**config.mk**
```make
export PLATFORM = sky130hd
export DESIGN_NAME = periodic_irq_gen
export DESIGN_NICKNAME = d
export VERILOG_FILES = /design/src/rtl/pi_pkg.sv /design/src/rtl/pi_sec_step.sv /design/src/rtl/pi_level_latch.sv /design/src/rtl/periodic_irq_gen.sv
export SDC_FILE = /design/constraint.sdc
export NUM_CORES = 1
export LEC_CHECK = 0
export CORE_AREA = 8 8 45 47
export CTS_CLUSTER_SIZE = 28
export DETAILED_ROUTE_END_ITERATION = 12
export DIE_AREA = 0 0 53 55
export PLACE_DENSITY_LB_ADDON = 0.1
export SYNTH_ARGS = -nofsm -noshare
export SYNTH_HDL_FRONTEND = slang
export SYNTH_SLANG_ARGS = --single-unit
```
**constraint.sdc**
```tcl
create_clock -name clk -period 2 [get_ports clk]
set_input_delay 0.4 -clock clk [delete_from_list [all_inputs] [get_ports clk]]
set_output_delay 0.4 -clock clk [all_outputs]
set_load 0.1 [all_outputs]
```
**src/rtl/pi_pkg.sv**
```systemverilog
package pi_pkg;
  typedef enum logic [2:0] {
    PI_OFF     = 3'b000,
    PI_LOW     = 3'b001,
    PI_WAVE2   = 3'b010,
    PI_WAVE1   = 3'b011,
    PI_LVL_SEC = 3'b100,
    PI_LVL_MIN = 3'b101,
    PI_LVL_HR  = 3'b110,
    PI_LVL_MON = 3'b111
  } pi_mode_e;

  localparam int PI_ROLL_N = 4;

  function automatic logic pi_is_wave(input logic [2:0] m);
    return (m == PI_WAVE2) || (m == PI_WAVE1);
  endfunction

  function automatic logic pi_is_level(input logic [2:0] m);
    return m[2];
  endfunction
endpackage

```
**src/rtl/pi_sec_step.sv**
```systemverilog
module pi_sec_step #(
  parameter int DELAY_TICKS = 3,
  localparam int CNT_W = (DELAY_TICKS > 1) ? $clog2(DELAY_TICKS) : 1
) (
  input  logic clk,
  input  logic rst,
  input  logic tick_i,
  input  logic tap_i,
  input  logic delayed_i,
  output logic step_o
);
  localparam logic [CNT_W-1:0] LAST = CNT_W'(DELAY_TICKS - 1);

  logic             tap_q;
  logic             pend_q;
  logic [CNT_W-1:0] cnt_q;
  logic             fall;

  assign fall = tap_q & ~tap_i;

  always_ff @(posedge clk) begin
    if (rst) begin
      tap_q  <= 1'b0;
      pend_q <= 1'b0;
      cnt_q  <= '0;
      step_o <= 1'b0;
    end else begin
      tap_q  <= tap_i;
      step_o <= 1'b0;
      if (fall) begin
        if (delayed_i) begin
          pend_q <= 1'b1;
          cnt_q  <= '0;
        end else begin
          step_o <= 1'b1;
        end
      end else if (pend_q && tick_i) begin
        if (cnt_q == LAST) begin
          step_o <= 1'b1;
          pend_q <= 1'b0;
          cnt_q  <= '0;
        end else begin
          cnt_q <= cnt_q + 1'b1;
        end
      end
    end
  end
endmodule

```
**src/rtl/pi_level_latch.sv**
```systemverilog
module pi_level_latch (
  input  logic clk,
  input  logic rst,
  input  logic fire_i,
  input  logic drop_i,
  input  logic clear_i,
  output logic set_next_o,
  output logic set_q_o
);
  always_comb begin
    if (drop_i)       set_next_o = 1'b0;
    else if (fire_i)  set_next_o = 1'b1;
    else if (clear_i) set_next_o = 1'b0;
    else              set_next_o = set_q_o;
  end

  always_ff @(posedge clk) begin
    if (rst) set_q_o <= 1'b0;
    else     set_q_o <= set_next_o;
  end
endmodule

```
**src/rtl/periodic_irq_gen.sv**
```systemverilog
module periodic_irq_gen
  import pi_pkg::*;
#(
  parameter int DELAY_TICKS = 3,
  parameter int ALARM_N     = 2
) (
  input  logic               clk,
  input  logic               rst,
  input  logic               tick_32k_i,
  input  logic               tap_2hz_i,
  input  logic               tap_1hz_i,
  input  logic [3:0]         roll_i,
  input  logic [2:0]         mode_i,
  input  logic               clr_we_i,
  input  logic               clr_bit_i,
  input  logic [ALARM_N-1:0] alarm_i,
  output logic               irq_n_o,
  output logic               flag_o,
  output logic               sec_adv_o
);
  logic [2:0] mode_q;
  logic       mode_chg;
  logic       fire;
  logic       host_clr;
  logic       lat_next;
  logic       wave_low;
  logic [PI_ROLL_N-1:0] roll_sel;

  assign mode_chg = (mode_i != mode_q);
  assign host_clr = clr_we_i & ~clr_bit_i;

  for (genvar g = 0; g < PI_ROLL_N; g++) begin : g_roll
    assign roll_sel[g] = roll_i[g] & (mode_i[1:0] == 2'(g));
  end

  assign fire = pi_is_level(mode_i) & (|roll_sel);

  always_comb begin
    case (mode_i)
      PI_LOW:   wave_low = 1'b1;
      PI_WAVE2: wave_low = ~tap_2hz_i;
      PI_WAVE1: wave_low = ~tap_1hz_i;
      default:  wave_low = 1'b0;
    endcase
  end

  pi_level_latch u_latch (
    .clk       (clk),
    .rst       (rst),
    .fire_i    (fire),
    .drop_i    (mode_chg),
    .clear_i   (host_clr),
    .set_next_o(lat_next),
    .set_q_o   (flag_o)
  );

  pi_sec_step #(.DELAY_TICKS(DELAY_TICKS)) u_step (
    .clk      (clk),
    .rst      (rst),
    .tick_i   (tick_32k_i),
    .tap_i    (tap_1hz_i),
    .delayed_i(pi_is_wave(mode_i)),
    .step_o   (sec_adv_o)
  );

  always_ff @(posedge clk) begin
    if (rst) begin
      mode_q  <= PI_OFF;
      irq_n_o <= 1'b1;
    end else begin
      mode_q  <= mode_i;
      irq_n_o <= ~(wave_low | lat_next | (|alarm_i));
    end
  end
endmodule

```
==> flow_summary.ini <==
[run_status]
status = completed

[sta]
min_period_ns = 1.47
period_share = 0.735
slew_violations = 0
fin_skew_ns = 0.000460
setup_violations = 0
rsz0062_at_grt = no
fmax_ghz = 0.680
fin_setup_tns_ns = 0
slew_headroom = 0.815
hold_viol_final = 0
tightestPinTransition_ns = 0.280

[hold_path]
hold_class = flip-flop to flip-flop

[floorplan]
num_rows = 14
initial_core_util = 0.329
die_h_um = 55
core_area_um2 = 1380
dieArea_um2 = 2920
dieWidth_um = 53
boundaryPins = 19

[power]
clkPwrFrac = 0.316
leakagePower_nw = 0.249
p_int_mw = 0.321
p_per_area_nw_per_um2 = 642
pwr-share-seq = 0.485
pwr-share-comb = 0.199
max-vdd-ir-drop_uv = 312
net-switching-power_mw = 0.111
switching_share = 0.258
power_mw = 0.432

[global_routing]
grt_overflow = 0
grt_pass1_vias = 390
grt_pass1_wl_um = 1660
grt_max_degree = 9
grt_usage = 0.0784
grt_antenna_before_repair = 0

[synth]
synthesis.area_um2 = 455
synth_top_family_by_area = simple AND/OR/NAND/NOR gates
ys_types = 23
synth_xor_area_frac = 0.0577
synthMuxAreaShare = 0.0495
synthCells = 48
synth-seq-area-share = 0.440
yosysTopAreaCellShare = 0.440
synth_nets = 64
synth_compound_area_frac = 0.162
synthAdderAreaFrac = 0
ys_warn_count = 0
ys_ff_latch = 10
yosys-top-cells-area = dfxtp_1 (44%), xnor2_1 (5.8%), nor2b_1 (5.5%), mux2_1 (4.9%), nor2_1 (4.1%)
syn_area_per_cell_um2 = 9.49
yosys.area.top_type = dfxtp_1
synth_simple_gate_area_frac = 0.264

[detailed_routing]
wl_met1_um = 452
drtAntennaViolNets = 0
firstDrtPassIters = 4
vias = 409
wl_per_cell_um = 11.8
wl_met3_um = 110
route.detailed.drc = 0
dr.max_layer_used = met4
wl_met2_um = 431
routed_wl_um = 1000
via_per_inst = 4.81
drtIter0Drc = 5

[place]
dp_hpwl_um = 827
io_buffers = 18
placed_area_um2 = 651
gp_congestion = 0.738

[setup_path]
required_ns = 2.20
cp.arrival_ns = 1.67
path_max_fanout = 6
cp-start-kind = input pin
worst-setup-path-type = input pin to flip-flop
cp-end-kind = flip-flop

[cts]
cts_max_path_buffers = 2
cts_made_buffers = 3
ctsHoldBuffers = 0
postCtsSetupRepairBufs = 0
cts_max_level = 1
cts_root_buf = clkbuf_4
cts_resized = 0
insertion_delay_ns = 0.26
cts.clk_slew.worst_paths_ns = 0.06
clock_sinks = 10
cts_tree = built

[final_layout]
fin_util = 0.486
area_delta_synth_final_pct = 47.8
drive_gt1_frac = 0.145
design_area_um2 = 673
nFillCells = 143
nets = 87
antenna_cells = 0

[job]
max-cap-violations = 0
## registers in the layout, indices dropped and copies added (netlist names)
signal / cells
irq_n_o: 1
u_step.cnt_q: 2
u_latch.set_q_o: 1
u_step.tap_q: 1
u_step.step_o: 1
mode_q: 3
u_step.pend_q: 1
## worst paths after layout
path	startpoint	cells past startpoint	slack, ns	end
worst max-delay path	mode_i[0]	5	0.53	irq_n_o
worst min register to register	u_step.cnt_q[1]	2	0.51	u_step.cnt_q[1]
worst max register to register	u_step.tap_q	4	1.03	u_step.cnt_q[0]
worst min-delay path	u_step.cnt_q[1]	2	0.51	u_step.cnt_q[1]
## through the flow
step | std cells | hold WS (ns) | setup WS, ns
after floorplan | 48 | 0.465 | 0.606
after detailed placement | 82 | 0.500 | 0.266
final | 85 | 0.511 | 0.530
after global routing | 85 | 0.547 | 0.473
after CTS | 85 | 0.511 | 0.538
after global placement | 82 | 0.508 | 0.268
## cell type report
class / instances / area (um2) / area share
Sequential cell: 10 / 200 / 0.297
Multi-Input combinational cell: 35 / 243 / 0.361
Inverter: 2 / 7.51 / 0.0112
Clock buffer: 3 / 22.5 / 0.0335
Timing Repair Buffer: 19 / 180 / 0.268
Tap cell: 16 / 20.0 / 0.0297
## power groups by stage
stage	Clock, mW	Combinational [mW]	Sequential (mW)
after floorplan	0	0.0251	0.232
after detailed placement	0	0.0864	0.214
after CTS	0.141	0.0866	0.210
final	0.137	0.0858	0.210
after global routing	0.153	0.0923	0.210
after global placement	0	0.0864	0.214
## cell usage after synthesis
library cell	count
dfxtp_1	10
nor2_1	5
nor2b_1	4
xnor2_1	3
a21oi_1	2
a22oi_1	2
inv_1	2
mux2_1	2
nand2_1	2
nand3b_1	2
nand4b_1	2
a211oi_1	1
a21oi_2	1
a31oi_1	1
a31oi_2	1
and3_1	1
and4bb_1	1
clkbuf_2	1
nand2b_1	1
nand3_1	1
nand4_1	1
o21ai_0	1
o21ai_2	1
## cell usage in the layout, fill, tap and decap left out, types with 2 or more instances in the layout
| cell | n |
|---|---|
| clkdlybuf4s50_1 | 15 |
| dfxtp_1 | 10 |
| nor2_1 | 5 |
| nor2b_1 | 4 |
| buf_4 | 4 |
| xnor2_1 | 3 |
| clkbuf_4 | 3 |
| nand4b_1 | 2 |
| a22oi_1 | 2 |
| inv_1 | 2 |
| mux2_1 | 2 |
| nand3b_1 | 2 |
| nand2_1 | 2 |
| a21oi_1 | 2 |
## critical path, cell delays in order
cell	delay, ns
clkdlybuf4s50_1	0.60
mux2_1	0.36
nand3b_1	0.11
a31oi_2	0.11
a21oi_2	0.10
## layer usage
metal,vias up,track usage
li1,213,-
met2,15,0.0977
met5,-,0
met3,2,0.0455
met1,179,0.103
met4,0,0.0388
## kinds of logic (layout without fill, tap and decap cells)
family          count (synthesis)  after routing
compound gates                 10             10
xor+xnor                        3              3
buf+inv                         3             24
flops                          10             10
mux                             2              2
simple gates                   20             20
(Power assumes the default switching activity.)
